[src/rtl/cfs_pkg.sv]
package cfs_pkg;
    typedef enum logic [1:0] {
        OP_RD_DATA = 2'b00,
        OP_RD_CFG  = 2'b01,
        OP_WR_DATA = 2'b10,
        OP_WR_CFG  = 2'b11
    } cfs_op_e;
endpackage

[src/rtl/cfs_sync.sv]
module cfs_sync #(
    parameter int          W       = 3,
    parameter int          STAGES  = 2,
    parameter logic [W-1:0] RST_VAL = '0
) (
    input  logic         clk,
    input  logic         rst_n,
    input  logic [W-1:0] d_i,
    output logic [W-1:0] q_o
);
    logic [STAGES-1:0][W-1:0] st_d, st_q;

    generate
        if (STAGES == 1) begin : g_one
            always_comb st_d = d_i;
        end else begin : g_many
            always_comb st_d = {st_q[STAGES-2:0], d_i};
        end
    endgenerate

    always_ff @(posedge clk or negedge rst_n) begin
        if (!rst_n) st_q <= {STAGES{RST_VAL}};
        else        st_q <= st_d;
    end

    assign q_o = st_q[STAGES-1];
endmodule

[src/rtl/cfs_dout_sel.sv]
module cfs_dout_sel
    import cfs_pkg::*;
#(
    parameter int FRAME_W = 16,
    parameter int CFG_W   = 14,
    parameter int DATA_W  = 8,
    parameter int CNT_W   = 5
) (
    input  logic [CNT_W-1:0]  pos_i,
    input  cfs_op_e           op_i,
    input  logic              t_i,
    input  logic [CFG_W-1:0]  cfg_i,
    input  logic [DATA_W-1:0] data_i,
    output logic              bit_o
);
    localparam int HDR_W  = FRAME_W - CFG_W;
    localparam int DPOS   = FRAME_W - DATA_W;
    localparam int CIDX_W = (CFG_W > 1) ? $clog2(CFG_W) : 1;
    localparam int DIDX_W = (DATA_W > 1) ? $clog2(DATA_W) : 1;

    always_comb begin
        bit_o = 1'b0;
        if (pos_i == CNT_W'(1)) begin
            bit_o = t_i;
        end else if (pos_i >= CNT_W'(HDR_W) && pos_i < CNT_W'(FRAME_W)) begin
            case (op_i)
                OP_RD_CFG:  bit_o = cfg_i[CIDX_W'(FRAME_W - 1 - int'(pos_i))];
                OP_RD_DATA: if (pos_i >= CNT_W'(DPOS))
                                bit_o = data_i[DIDX_W'(FRAME_W - 1 - int'(pos_i))];
                default:    bit_o = 1'b0;
            endcase
        end
    end
endmodule

[src/rtl/cmdframe_spi_slave.sv]
module cmdframe_spi_slave
    import cfs_pkg::*;
#(
    parameter int FRAME_W     = 16,
    parameter int CFG_W       = 14,
    parameter int DATA_W      = 8,
    parameter int SYNC_STAGES = 2
) (
    input  logic              clk,
    input  logic              rst_n,
    input  logic              cs_n_i,
    input  logic              sclk_i,
    input  logic              din_i,
    output logic              dout_o,
    output logic [CFG_W-1:0]  cfg_o,
    output logic              tx_stb_o,
    output logic [DATA_W-1:0] tx_byte_o,
    output logic              rx_pop_o,
    input  logic              rx_ready_i,
    input  logic              tx_empty_i,
    input  logic [DATA_W-1:0] rx_byte_i
);
    localparam int CNT_W = $clog2(FRAME_W + 1);
    localparam int OP_W  = 2;

    typedef struct packed {
        logic              cs_prev;
        logic              sclk_prev;
        logic [CNT_W-1:0]  cnt;
        logic [FRAME_W-1:0] sh;
        cfs_op_e           op;
        logic              r_snap;
        logic              t_snap;
        logic [DATA_W-1:0] rxb;
        logic              dout;
        logic [CFG_W-1:0]  cfg;
        logic              tx_stb;
        logic [DATA_W-1:0] tx_byte;
        logic              rx_pop;
    } state_t;

    state_t s_d, s_q;
    logic   cs_s, sclk_s, din_s;
    logic   out_bit;
    logic   cs_fall, cs_rise, sclk_rise, sclk_fall;

    cfs_sync #(.W(3), .STAGES(SYNC_STAGES), .RST_VAL(3'b100)) u_sync (
        .clk   (clk),
        .rst_n (rst_n),
        .d_i   ({cs_n_i, sclk_i, din_i}),
        .q_o   ({cs_s, sclk_s, din_s})
    );

    cfs_dout_sel #(.FRAME_W(FRAME_W), .CFG_W(CFG_W), .DATA_W(DATA_W), .CNT_W(CNT_W)) u_dsel (
        .pos_i  (s_q.cnt),
        .op_i   (s_q.op),
        .t_i    (s_q.t_snap),
        .cfg_i  (s_q.cfg),
        .data_i (s_q.rxb),
        .bit_o  (out_bit)
    );

    always_comb begin
        cs_fall   = s_q.cs_prev & ~cs_s;
        cs_rise   = ~s_q.cs_prev & cs_s;
        sclk_rise = sclk_s & ~s_q.sclk_prev & ~cs_s;
        sclk_fall = ~sclk_s & s_q.sclk_prev & ~cs_s;

        s_d           = s_q;
        s_d.cs_prev   = cs_s;
        s_d.sclk_prev = sclk_s;
        s_d.tx_stb    = 1'b0;
        s_d.rx_pop    = 1'b0;
        if (cs_s) s_d.dout = 1'b0;

        if (cs_fall) begin
            s_d.cnt    = '0;
            s_d.sh     = '0;
            s_d.op     = OP_RD_DATA;
            s_d.r_snap = rx_ready_i;
            s_d.t_snap = tx_empty_i;
            s_d.rxb    = rx_byte_i;
            s_d.dout   = rx_ready_i;
        end else if (cs_rise) begin
            s_d.cnt = '0;
            if (s_q.cnt == CNT_W'(FRAME_W)) begin
                case (cfs_op_e'(s_q.sh[FRAME_W-1 -: OP_W]))
                    OP_WR_CFG:  s_d.cfg = s_q.sh[CFG_W-1:0];
                    OP_WR_DATA: begin
                        s_d.tx_byte = s_q.sh[DATA_W-1:0];
                        s_d.tx_stb  = 1'b1;
                    end
                    OP_RD_DATA: s_d.rx_pop = s_q.r_snap;
                    default:    ;
                endcase
            end
        end else if (!cs_s) begin
            if (sclk_rise && s_q.cnt < CNT_W'(FRAME_W)) begin
                s_d.sh  = {s_q.sh[FRAME_W-2:0], din_s};
                s_d.cnt = s_q.cnt + CNT_W'(1);
                if (s_q.cnt == CNT_W'(1)) s_d.op = cfs_op_e'({s_q.sh[0], din_s});
            end
            if (sclk_fall) s_d.dout = out_bit;
        end
    end

    always_ff @(posedge clk or negedge rst_n) begin
        if (!rst_n) begin
            s_q         <= '0;
            s_q.cs_prev <= 1'b1;
        end else begin
            s_q <= s_d;
        end
    end

    assign dout_o    = s_q.dout;
    assign cfg_o     = s_q.cfg;
    assign tx_stb_o  = s_q.tx_stb;
    assign tx_byte_o = s_q.tx_byte;
    assign rx_pop_o  = s_q.rx_pop;
endmodule

[config.mk]
export PLATFORM = sky130hd
export DESIGN_NAME = cmdframe_spi_slave
export DESIGN_NICKNAME = d
export VERILOG_FILES = /design/src/rtl/cfs_pkg.sv /design/src/rtl/cfs_sync.sv /design/src/rtl/cfs_dout_sel.sv /design/src/rtl/cmdframe_spi_slave.sv
export SDC_FILE = /design/constraint.sdc
export NUM_CORES = 1
export LEC_CHECK = 0
export ABC_AREA = 0
export BUFFER_PORTS_ARGS = -buffer_cell sky130_fd_sc_hd__buf_4
export CORE_ASPECT_RATIO = 0.6
export CORE_MARGIN = 1
export CORE_UTILIZATION = 57
export DETAILED_ROUTE_END_ITERATION = 7
export PLACE_DENSITY = 0.79
export SLEW_MARGIN = 20
export SYNTH_ARGS = -nofsm -noshare
export SYNTH_HDL_FRONTEND = slang
export SYNTH_SLANG_ARGS = --single-unit
[constraint.sdc]
create_clock -name clk -period 2.8 [get_ports clk]
set_input_delay 0 -clock clk [delete_from_list [all_inputs] [get_ports clk]]
set_output_delay 0 -clock clk [all_outputs]
set_load 0.05 [all_outputs]
==> results of run 1 <==
layout by cell type, fill, tap and decap left out, types with 4 or more instances in the layout:
| cell | n |
|---|---|
| dlygate4sd3_1 | 14 |
| ha_1 | 6 |
| a22o_1 | 14 |
| clkbuf_8 | 11 |
| buf_4 | 44 |
| dfrtp_1 | 63 |
| o21ai_0 | 9 |
| mux2_2 | 33 |
| nand2_1 | 12 |
| mux4_2 | 5 |
| and2_1 | 4 |
| inv_1 | 6 |
final timing paths:
kind                                            end  cells past startpoint
setup / recovery           tx_byte_o[0]$_DFFE_PN0P_                      6
hold / removal              u_sync.q_o[1]$_DFF_PN0_                      2
setup reg to reg           tx_byte_o[0]$_DFFE_PN0P_                      6
hold reg to reg             u_sync.q_o[2]$_DFF_PN1_                      0
max in group asynchronous       s_q[32]$_DFFE_PN0P_                      2
min in group clk           u_sync.st_d[5]$_DFF_PN1_                      2
metal layers:
metal	share of wire	wire length [um]	vias up	track usage
met1	0.53	2860	879	0.343
li1	-	-	859	-
met4	0.011	57	0	0.0768
met3	0.044	237	8	0.0748
met2	0.41	2200	36	0.286
met5	0	0	-	0
final cells by class:
type,instances,area [um2],area share
inverter,6,22.5,0.00633
clock buffer,12,155,0.0436
timing repair buffer,58,470,0.132
multi-input combinational,121,1100,0.308
clock inverter,4,73.8,0.0208
sequential,66,1660,0.465
tap,66,82.6,0.0232
repair_timing:
action / CTS / global route
setup buffers: 0 / 0
endpoints found under the hold margin: 76 / 0
hold buffers: 14 / 0
where the power goes:
part | switching, mW | internal, mW | total [mW]
logic | 0.128 | 0.142 | 0.270
registers | 0.0659 | 1.01 | 1.07
clock network | 0.343 | 0.551 | 0.893
state kept, by name, indices dropped and copies added, names as in the netlist:
| name | cells |
|---|---|
| u_sync.q_o | 3 |
| rx_pop_o | 1 |
| s_q | 35 |
| tx_byte_o | 8 |
| tx_stb_o | 1 |
| dout_o | 1 |
| u_sync.st_d | 3 |
| cfg_o | 14 |
cell families after synthesis:
logic type	synth area share
compound gates	0.102
simple gates	0.0781
buf+inv	0.0807
flops	0.553
mux	0.162
fa+ha+maj	0.0251
==> qor.csv, run 1 <==
metric,value,unit
worst slack at placement,0.518,ns
MaxCap Viol Count,0,
Vias,1782,
min-delay worst type,primary input to asynchronous set/reset pin,
# fillers,369,
row count,20,
GRT Residual Overflow,0,
CP endpoint kind,flip-flop,
Worst Setup SP,u_sync.q_o[2]$_DFF_PN1_,
worst path cell trace,ha_1 > and2_1 > nand4_1 > nor3b_1 > buf_4 > mux2_2,
Crit path required time,3.01,ns
drt pass-1 iters,4,
critical path class,flip-flop to flip-flop,
Power Total,2.24,mW
final WL,5.35,mm
"Buf+Inv Stages, Crit Path",1,
measured slew at the worst slew-check pin,0.791,ns
top-count cell post-synth,dfrtp_1,
Max Fclk,441,MHz
Hold Fails Final Rpt,0,
cell taking the most area after synthesis,dfrtp_1,
minimum clock period,2.27,ns
Slew Limit Fails,0,
ys flop type,dfrtp_1,
synthesis-to-layout area growth,18.8,%
relative slew slack,0.473,
Worst VDD drop,383,uV
drt first-iter violations,113,
Placement Cell Area,3190,um2
Critical-path top delay cell,dfstp_2,
Synth Instances,226,
H-Tree Depth,3,
Syn Nets,247,
Antenna Cells,0,
CP top delay family,flip-flops,
clock transition at the registers of the reported paths,0.06,ns
Post-synth EDFFs,0,
dpl hpwl,3.60,mm
"Seq/Total Area, Yosys",0.553,
TritonCTS clock tree,yes,
die width,95.6,um
first-pass GRT wire length,8.80,mm
Final Cycle Share,0.810,
GP Congestion,0.837,
total CTS buffers,9,
outcome,"finished, final reports clean",
Final Non-Filler Cells,333,
# resized after CTS,0,
setup ws final,0.533,ns
Post-layout nets,283,
worst-skew pair later-pin latency,0.33,ns
synth warn,0,
"Max FO, Critical Path",9,
asr flop ratio synth,1.00,
ratio of cells with drive above 1 in the final layout,0.397,
die area,5560,um2
Post-DRT Antenna Nets,0,
Synth top cells by count,"63 x dfrtp_1, 33 x mux2_2, 23 x buf_4",
RSZ-0062 raised after global routing,false,
Worst EP arrival,2.48,ns
Root Buffer,clkbuf_8,
gr usage total,0.221,
synth top area cells,"dfrtp_1 53%, mux2_2 12%, buf_4 5.8%",
mean area per synthesized cell,13.2,um2
DP Cell Count,303,
vias per cell,5.35,
Core Region,5050,um2
clk buf depth,2,
PortBufs,39,
R2R Setup Slk,0.53,ns
final core utilization,0.704,
worst r2r src,u_sync.q_o[2]$_DFF_PN1_,
Slowest Stage Delay on Critical Path,0.61,ns
Finished Cell Area,3560,um2
DR WL/cell,16.1,um
hold slack,0.295,ns
Die Y,58.1,um
TritonCTS Sinks,66,
Unique masters post-synth,38,
"FF+latch count, synth",66,
initial antenna violation count,0,
final setup vio count,0,
IO Pins,40,
Setup TNS,0,ns
top cell type's share of synthesized area,0.527,
DRC Markers,0,
vias in the first global route,1750,
initial core utilization,0.592,
skew final,0.0101,ns
Synth Cell Area,2990,um2
largest net degree at the start of global routing,67,
startpoint types,flip-flop,
P per Cell Area,629,nW/um2
total leakage power,1.70,nW
Power figures use the tool's default switching activity.
==> run 2: changes to the inputs <==
==> constraint.sdc (replaced) <==
create_clock -name clk -period 2.3 [get_ports clk]
set_input_delay 0 -clock clk [delete_from_list [all_inputs] [get_ports clk]]
set_output_delay 0 -clock clk [all_outputs]
set_load 0.05 [all_outputs]
==> run 2 against run 1 <==
Compared with the run above:
- critical path depth rose by 1
- register-to-register slack got worse by 0.34 ns
- cell count rose by 0.90%
- non-clock buffer count rose by 3
- critical endpoint is now tx_byte_o[6]$_DFFE_PN0P_
- first-iteration DRC count fell by 0.88%
==> qor.csv, run 2 (synthesis results as in run 1) <==
metric,value,unit
clock transition at the registers of the reported paths,0.07,ns
Root Buffer,clkbuf_8,
PortBufs,39,
skew final,0.00855,ns
CP top delay family,flip-flops,
worst path cell trace,inv_1 > ha_1 > inv_1 > nand4_1 > nor3b_1 > buf_4 > mux2_2,
IO Pins,40,
die area,5560,um2
TritonCTS clock tree,yes,
H-Tree Depth,3,
Antenna Cells,0,
first-pass GRT wire length,9.11,mm
most flop-heavy register,s_q,
GP Congestion,0.829,
MaxCap Viol Count,0,
max reg flops,35,
Core Region,5050,um2
total leakage power,1.71,nW
drt pass-1 iters,4,
WL met2,2.24,mm
drt first-iter violations,112,
Post-layout nets,286,
RSZ-0062 raised after global routing,false,
total CTS buffers,9,
ratio of cells with drive above 1 in the final layout,0.404,
initial core utilization,0.592,
Max Fclk,475,MHz
Vias,1866,
crit-path most repeated cell,inv_1,
clk buf depth,2,
"commonest cells after routing, fill and taps aside","63 x dfrtp_1, 47 x buf_4, 33 x mux2_2, 14 x a22o_1, 14 x dlygate4sd3_1",
Met1 Wirelength,2.85,mm
"Buf+Inv Stages, Crit Path",3,
final setup vio count,0,
GRT Residual Overflow,0,
Worst VDD drop,448,uV
Die Y,58.1,um
# resized after CTS,0,
worst-skew pair later-pin latency,0.35,ns
P per Cell Area,762,nW/um2
Critical-path top delay cell,dfstp_2,
Setup TNS,0,ns
CP endpoint kind,flip-flop,
dpl hpwl,3.55,mm
critical path class,flip-flop to flip-flop,
met3 wire length,245,um
vias in the first global route,1764,
"most common cell after layout, fill and taps aside",dfrtp_1,
startpoint types,flip-flop,
DR WL/cell,16.1,um
outcome,"finished, final reports clean",
Hold Fails Final Rpt,0,
row count,20,
Slew Limit Fails,0,
relative slew slack,0.467,
final WL,5.40,mm
Final Cycle Share,0.915,
measured slew at the worst slew-check pin,0.800,ns
vias per cell,5.55,
synthesis-to-layout area growth,19.2,%
R2R Setup Slk,0.20,ns
Worst EP arrival,2.34,ns
Post-DRT Antenna Nets,0,
initial antenna violation count,0,
gr usage total,0.228,
Slowest Stage Delay on Critical Path,0.63,ns
die width,95.6,um
TritonCTS Sinks,66,
Crit path required time,2.53,ns
minimum clock period,2.10,ns
"Max FO, Critical Path",9,
hold slack,0.297,ns
DRC Markers,0,
largest net degree at the start of global routing,67,
Top Metal Used,met4,
min-delay worst type,primary input to asynchronous set/reset pin,
-- run 2: cell types whose count changed in the layout (fill, tap and decap cells not counted), sizes merged --
cell / previous run / this run
buf: 44 / 47
clkbuf: 12 / 11
clkinvlp: 0 / 1
-- run 2: final cells by class --
type                    instances  area, um2
clock buffers                  11        141
clock inverters                 5       77.6
fillers                       364       1490
inverters                       6       22.5
multi-input cells             121       1100
flip-flops and latches         66       1660
well taps                      66       82.6
repair buffers                 61        493
-- run 2: report_power, final --
part           switching [mW]  internal, mW
combinational           0.164         0.180
sequential             0.0747          1.23
clock                   0.437         0.636
-- run 2: final timing paths --
kind	start	end	cells past startpoint
min reg2reg	u_sync.st_d[5]$_DFF_PN1_	u_sync.q_o[2]$_DFF_PN1_	0
min	rst_n	s_q[34]$_DFFE_PN0P_	2
min in group clk	sclk_i	u_sync.st_d[4]$_DFF_PN0_	2
max reg2reg	u_sync.q_o[2]$_DFF_PN1_	tx_byte_o[6]$_DFFE_PN0P_	7
max	u_sync.q_o[2]$_DFF_PN1_	tx_byte_o[6]$_DFFE_PN0P_	7
max in group asynchronous	rst_n	tx_byte_o[6]$_DFFE_PN0P_	2
-- run 2: metal layers --
metal  global-route usage  up-vias
met2                0.295       49
met4               0.0768        0
met1                0.357      936
li1                     -      874
met5                    0        -
met3               0.0748        7
-- run 2: metrics by stage --
step / util / power, mW / std cells / worst slack [ns] / cell area, um2
after global placement: 0.635 / 1.64 / 306 / 0.253 / 3210
final: 0.706 / 2.72 / 336 / 0.196 / 3570
after CTS: 0.706 / 2.73 / 336 / 0.195 / 3570
after global routing: 0.706 / 2.84 / 336 / 0.0478 / 3570
after detailed placement: 0.635 / 1.65 / 306 / 0.205 / 3210
after floorplan: - / 1.53 / 226 / 0.123 / 2990
-- run 2: what timing repair did --
item | CTS | global route
hold buffers | 14 | 0
buffers inserted | 0 | 0
hold endpoints to repair | 76 | 0
-- run 2: worst reg2reg max path: stages, from the launching register on --
cell     delay (ns)
dfstp_2        0.63
inv_1          0.12
ha_1           0.22
inv_1          0.08
nand4_1        0.16
nor3b_1        0.22
buf_4          0.22
mux2_2         0.35
